**src/rtl/bscan_pkg.sv**
```systemverilog
package bscan_pkg;
  // Chain position helpers; position 0 sits at the serial output.
  function automatic int unsigned out_pos(int unsigned p);
    return 3 * p;
  endfunction
  function automatic int unsigned oe_pos(int unsigned p);
    return 3 * p + 1;
  endfunction
  function automatic int unsigned in_pos(int unsigned p);
    return 3 * p + 2;
  endfunction
  function automatic int unsigned rst_pos(int unsigned n_pads);
    return 3 * n_pads;
  endfunction
  function automatic int unsigned chain_len(int unsigned n_pads);
    return 3 * n_pads + 1;
  endfunction
endpackage

```
**src/rtl/bscan_shift.sv**
```systemverilog
module bscan_shift #(
  parameter int unsigned NUM_PADS = 4,
  localparam int unsigned LEN = bscan_pkg::chain_len(NUM_PADS)
) (
  input  logic                tck,
  input  logic                trst_n,
  input  logic                cap_en,
  input  logic                shf_en,
  input  logic                tdi,
  input  logic [NUM_PADS-1:0] core_out,
  input  logic [NUM_PADS-1:0] core_oe,
  input  logic [NUM_PADS-1:0] pad_in,
  input  logic                rst_pin_n,
  output logic [LEN-1:0]      chain_q
);
  logic [LEN-1:0] snap;

  for (genvar p = 0; p < NUM_PADS; p++) begin : g_snap
    assign snap[bscan_pkg::out_pos(p)] = core_out[p];
    assign snap[bscan_pkg::oe_pos(p)]  = core_oe[p];
    assign snap[bscan_pkg::in_pos(p)]  = pad_in[p];
  end
  assign snap[bscan_pkg::rst_pos(NUM_PADS)] = rst_pin_n;

  always_ff @(posedge tck or negedge trst_n) begin
    if (!trst_n)     chain_q <= '0;
    else if (cap_en) chain_q <= snap;
    else if (shf_en) chain_q <= {tdi, chain_q[LEN-1:1]};
  end
endmodule

```
**src/rtl/bscan_hold.sv**
```systemverilog
module bscan_hold #(
  parameter int unsigned LEN = 13
) (
  input  logic           tck,
  input  logic           trst_n,
  input  logic           upd_en,
  input  logic [LEN-1:0] chain_d,
  output logic [LEN-1:0] hold_q
);
  always_ff @(posedge tck or negedge trst_n) begin
    if (!trst_n)     hold_q <= '0;
    else if (upd_en) hold_q <= chain_d;
  end
endmodule

```
**src/rtl/bscan_mux.sv**
```systemverilog
module bscan_mux #(
  parameter int unsigned NUM_PADS = 4,
  localparam int unsigned LEN = bscan_pkg::chain_len(NUM_PADS)
) (
  input  logic                ext_act,
  input  logic                int_act,
  input  logic [LEN-1:0]      hold_q,
  input  logic [NUM_PADS-1:0] core_out,
  input  logic [NUM_PADS-1:0] core_oe,
  input  logic [NUM_PADS-1:0] pad_in,
  output logic [NUM_PADS-1:0] pad_out,
  output logic [NUM_PADS-1:0] pad_oe,
  output logic [NUM_PADS-1:0] core_in
);
  for (genvar p = 0; p < NUM_PADS; p++) begin : g_pad
    localparam int unsigned OP = bscan_pkg::out_pos(p);
    localparam int unsigned EP = bscan_pkg::oe_pos(p);
    localparam int unsigned IP = bscan_pkg::in_pos(p);
    assign pad_out[p] = ext_act ? hold_q[OP] : core_out[p];
    assign pad_oe[p]  = ext_act ? hold_q[EP] : core_oe[p];
    assign core_in[p] = int_act ? hold_q[IP] : pad_in[p];
  end
endmodule

```
**src/rtl/bscan_chain_top.sv**
```systemverilog
module bscan_chain_top #(
  parameter int unsigned NUM_PADS = 4,
  localparam int unsigned LEN = bscan_pkg::chain_len(NUM_PADS)
) (
  input  logic                tck,
  input  logic                trst_n,
  input  logic                tlr,
  input  logic                sel_bsr,
  input  logic                capture_dr,
  input  logic                shift_dr,
  input  logic                update_dr,
  input  logic                mode_extest,
  input  logic                mode_intest,
  input  logic                tdi,
  output logic                tdo,
  input  logic [NUM_PADS-1:0] core_out,
  input  logic [NUM_PADS-1:0] core_oe,
  input  logic [NUM_PADS-1:0] pad_in,
  input  logic                rst_pin_n,
  output logic [NUM_PADS-1:0] pad_out,
  output logic [NUM_PADS-1:0] pad_oe,
  output logic [NUM_PADS-1:0] core_in,
  output logic                core_rst_n
);
  logic           cap_en, shf_en, upd_en;
  logic           ext_act, int_act;
  logic [LEN-1:0] chain_q, hold_q;

  // Named strobes, visible to the checker.
  assign cap_en  = sel_bsr & capture_dr;
  assign shf_en  = sel_bsr & shift_dr & ~capture_dr;
  assign upd_en  = sel_bsr & update_dr;
  assign ext_act = mode_extest & ~tlr;
  assign int_act = mode_intest & ~tlr;

  bscan_shift #(.NUM_PADS(NUM_PADS)) u_shift (
    .tck(tck), .trst_n(trst_n), .cap_en(cap_en), .shf_en(shf_en), .tdi(tdi),
    .core_out(core_out), .core_oe(core_oe), .pad_in(pad_in),
    .rst_pin_n(rst_pin_n), .chain_q(chain_q)
  );

  bscan_hold #(.LEN(LEN)) u_hold (
    .tck(tck), .trst_n(trst_n), .upd_en(upd_en), .chain_d(chain_q),
    .hold_q(hold_q)
  );

  bscan_mux #(.NUM_PADS(NUM_PADS)) u_mux (
    .ext_act(ext_act), .int_act(int_act), .hold_q(hold_q),
    .core_out(core_out), .core_oe(core_oe), .pad_in(pad_in),
    .pad_out(pad_out), .pad_oe(pad_oe), .core_in(core_in)
  );

  assign tdo        = chain_q[0];
  assign core_rst_n = rst_pin_n;  // reset cell observes only
endmodule

```
**config.mk**
```make
export PLATFORM = sky130hd
export DESIGN_NAME = bscan_chain_top
export DESIGN_NICKNAME = d
export VERILOG_FILES = /design/src/rtl/bscan_pkg.sv /design/src/rtl/bscan_shift.sv /design/src/rtl/bscan_hold.sv /design/src/rtl/bscan_mux.sv /design/src/rtl/bscan_chain_top.sv
export SDC_FILE = /design/constraint.sdc
export NUM_CORES = 1
export LEC_CHECK = 0
export ABC_AREA = 0
export BUFFER_PORTS_ARGS = -buffer_cell sky130_fd_sc_hd__buf_4
export CORE_ASPECT_RATIO = 1.1
export CORE_MARGIN = 2
export CORE_UTILIZATION = 52
export CTS_CLUSTER_DIAMETER = 40
export DETAILED_ROUTE_END_ITERATION = 16
export GPL_ROUTABILITY_DRIVEN = 0
export HOLD_SLACK_MARGIN = 0.05
export MAX_ROUTING_LAYER = met4
export PLACE_DENSITY_LB_ADDON = 0.1
export SLEW_MARGIN = 30
export SYNTH_ARGS = -nofsm -noshare
export SYNTH_HDL_FRONTEND = slang
export SYNTH_SLANG_ARGS = --single-unit
export TNS_END_PERCENT = 20
```
**constraint.sdc**
```tcl
create_clock -name tck -period 1 [get_ports tck]
set_input_delay 0.05 -clock tck [delete_from_list [all_inputs] [get_ports tck]]
set_output_delay 0.05 -clock tck [all_outputs]
set_load 0.01 [all_outputs]
```
======== Word level (Yosys, flattened, before mapping) ========
Index checks and enable logic that the tools add are counted.
word-level totals
  register bits ........................... 25
  bits in latches ......................... 0
  RAM bits ................................ 0
  bits in read-only memories .............. 0
  output and inout bits ................... 14
  logic and storage cells ................. 25
  memories kept ........................... 0
operators by class
  $add $sub $neg .......................... 0
  multipliers ............................. 0
  divide/modulo/power cells ............... 0
  magnitude comparators ................... 0
  eq/ne operators ......................... 0
  shift operators ......................... 0
  multiplexer cells ....................... 14
  bitwise operators ....................... 8
  reduce and logical (&&, ||, !) cells .... 1
operators with widths
  kind                number
  13-bit two-way mux  2
  1-bit two-way mux   12
  1-bit AND           6
  1-bit inverter      2
  2-bit nonzero test  1

======== Depth between registers and ports, before layout ========
  depth after elaboration ................. 4
  mapped depth ............................ 4
  mapped depth without buffers ............ 2

======== By module ========
From an unflattened synthesis, not the netlist that was laid out.
second synthesis, totals
  cells, all modules ...................... 102
  area, all modules ....................... 1350.0 um2
modules (own cells, without submodules)
  module           times used  cells each  area an instance (um2)  seq. area each (um2)
  bscan_shift      1           56          610.6                   325.3
  bscan_hold       1           27          520.5                   325.3
  bscan_mux        1           13          176.4                   0.0
  bscan_chain_top  1           6           42.5                    0.0

======== Worst setup path before layout ========
No wires, ideal clock.
  path kind ............................... register -> register
  start ................................... register u_shift.chain_q[0]
  end ..................................... register u_hold.hold_q[0]
  library setup time ...................... 0.125 ns
  arrival time ............................ 0.657 ns
  setup slack ............................. 0.218 ns
  stages on the path, launching flop included .. 2
  buffers on the path ..................... 0
  period minus slack after synthesis ...... 0.782 ns
  cells stage by stage .................... dfrtp_1 mux2_2
RTL lines
  item                    RTL line           text
  from (decl)             bscan_shift.sv:14  output logic [LEN-1:0] chain_q
  from (signal assigned)  bscan_shift.sv:27  else if (cap_en) chain_q <= snap;
  from (signal assigned)  bscan_shift.sv:28  else if (shf_en) chain_q <= {tdi, chain_q[LEN-1:1]};
  to (signal assigned)    bscan_hold.sv:12   else if (upd_en) hold_q <= chain_d;
  to (decl)               bscan_hold.sv:8    output logic [LEN-1:0] hold_q
No word-level cell between the ends.

======== Worst setup path after layout ========
  start ................................... register u_hold.hold_q[6]
  end ..................................... output port pad_out[2]
between the ends
  cells in the longest elaborated chain, start to end .. 1
ends and longest elaborated chain
  item               RTL line               text
  1-bit two-way mux  bscan_mux.sv:19        assign pad_out[p] = ext_act ? hold_q[OP] : core_out[p];
  to (decl)          bscan_chain_top.sv:20  output logic [NUM_PADS-1:0] pad_out,
Every way passes these cells.

==> out/results.ini <==
[cells_and_area]
drive_above_1_share_pct=51.6
final_area_sq_um=1990
layout_common_cells=34 x buf_4, 25 x dfrtp_1, 22 x mux2_4, 13 x nand4bb_1, 13 x buf_6
antenna_cells=0
fin_cells=184
mostFrequentLayoutCell=buf_4
area_growth_pct=41.6
finalNetCount=177

[flow_run]
maxCapViolCount=0

[timing]
fin_crit_sh_pct=123
fmax_mhz=814
slew_headroom_pct=67.7
setup_viol=12
rsz0062_at_grt=true
holdWs_ns=0.0624
hold_violations=0
period_minus_slack_ns=1.23
finClkSkew_ns=0.0191
postLayoutSetupSlackWorst_ns=-0.228
worst_pin_slew_ns=0.485
drv_slew=0
finalSetupTns_ns=-2.20

[routing]
via_count=1056
final_antenna_net_count=0
routedWlPerCell_um=17.9
drc=0
wl_um=3290
vias_per_cell=5.74
firstDrtPassIters=4
drt_iter0_markers=28

[global_route]
grtUsageTotal_pct=24.3
antenna_found_initial=0
grt_max_degree=26
grt_pass1_vias=1109
grt_overflow_total=0
grt_first_pass_wirelength_um=5310

[synthesis]
synth_cell_types=17
ys_ff_latch=25
syn_inst=98
yosys.area.top_type=dfrtp_1
netlist.area_leader.share_pct=44.6
postSynthAreaPerCell_sq_um=14.3
synth.area.top_cells=dfrtp_1 45%, mux2_2 11%, mux2_4 11%
yosysWarnings=0
syn_area_sq_um=1400
ys_seq_area_share_pct=44.6
syn-num-nets=121

[setup_path]
crit_chain=mux2_4 > buf_6
required_ns=0.95
critPathCaptureType=output port
start_kind=flop
path_class=flop to output port
worstPathMaxFanout=2
ff2ff_setup_slack_ns=0.02
cpMaxStageDelayCell=dfrtp_1
slowest_delay_ns=0.44
worstPathArrival_ns=1.18

[worst_hold_path]
hold_class=input port to flop

[power_and_ir_drop]
p_leak_nw=0.904
ir_drop_mv=1.25
total_power_mw=2.72
power_density_nw_per_um2=1370

[floorplanning]
initial_core_util_pct=55.1
die_y_um=58.5
rows=19
io_pins=37
dieArea_sq_um=3130
die_w_um=53.5
core_sq_um=2540

[clocking]
clock_tree.buffer_depth=2
cts_made_buffers=3
clock_latency_ns=0.34
path_clk_slew_ns=0.16
htree_levels=1
cts.sinks=25
cts-root-buf=clkbuf_4
cts_tree=yes

[outcome]
violations=setup timing
status=finished, violations left

[place]
dpl.hpwl_um=2010
port_buffers=36
dp.cells=164
place_area_sq_um=1710

[layout make-up]
type	instances	area (sq um)
multi-input cells	64	739
fillers	172	558
repair buffers	60	552
clock inverters	1	7.51
clock buffers	3	22.5
flip-flops and latches	25	626
well taps	31	38.8
[layer usage]
layer | up-vias | part of all wire [%] | GRT usage (%)
li1 | 492 | - | -
met1 | 531 | 42 | 29.7
met2 | 28 | 53 | 41.3
met3 | 5 | 3.3 | 2.28
met4 | 0 | 1.6 | 8.79
met5 | - | 0 | -
[synth_stat cells, drive strengths merged]
cell type / instances
o221a: 4
o211a: 9
clkbuf: 2
nand2: 2
nand4bb: 13
buf: 7
nor2b: 2
nand3b: 9
mux2: 24
dfrtp: 25
o21a: 1
[timing repair]
item	in CTS	in global routing
hold buffers	11	0
gates cloned	0	0
gates resized for setup	21	4
buffers inserted	4	1
endpoints found under the hold margin	35	0
setup endpoints to repair	12	12
[registers in the layout, summed over array words and instances, names as in the netlist]
signal / flops
u_shift.chain_q: 13
u_hold.hold_q: 12
[worst max-delay path, delay by kind of cell (launching register included)]
family	cells	cell delay (ns)
multiplexers	1	0.28
buffers and inverters	1	0.12
flip-flops	1	0.44
[stage by stage]
step	utilization [%]	setup slack, ns
2_1_floorplan	-	0.218
3_3_place_gp	67.4	0.0123
3_5_place_dp	67.4	-0.0180
4_1_cts	77.2	-0.195
5_1_grt	78.1	-0.254
6_report	78.1	-0.228
[kinds of logic after synthesis]
logic type / synth area share, %
simple gates: 17.4
compound gates: 10.2
flops: 44.6
mux: 21.9
buf+inv: 5.89
[power breakdown]
group          total (mW)  internal, mW  switching, mW  leakage, nW
combinational       0.916         0.626          0.290        0.617
sequential           1.32          1.20          0.124        0.273
clock               0.484         0.154          0.330       0.0139
[final timing paths]
check,endpoint,startpoint,cells past startpoint
max,pad_out[2],u_hold.hold_q[6]$_DFFE_PN0P_,2
min,u_shift.chain_q[2]$_DFFE_PN0P_,pad_in[0],3
max reg2reg,u_hold.hold_q[5]$_DFFE_PN0P_,u_hold.hold_q[5]$_DFFE_PN0P_,3
min reg2reg,u_hold.hold_q[1]$_DFFE_PN0P_,u_hold.hold_q[1]$_DFFE_PN0P_,1
max in group asynchronous,u_shift.chain_q[2]$_DFFE_PN0P_,trst_n,2
min in group asynchronous,u_hold.hold_q[2]$_DFFE_PN0P_,trst_n,2
Power figures use the tool's default switching activity.
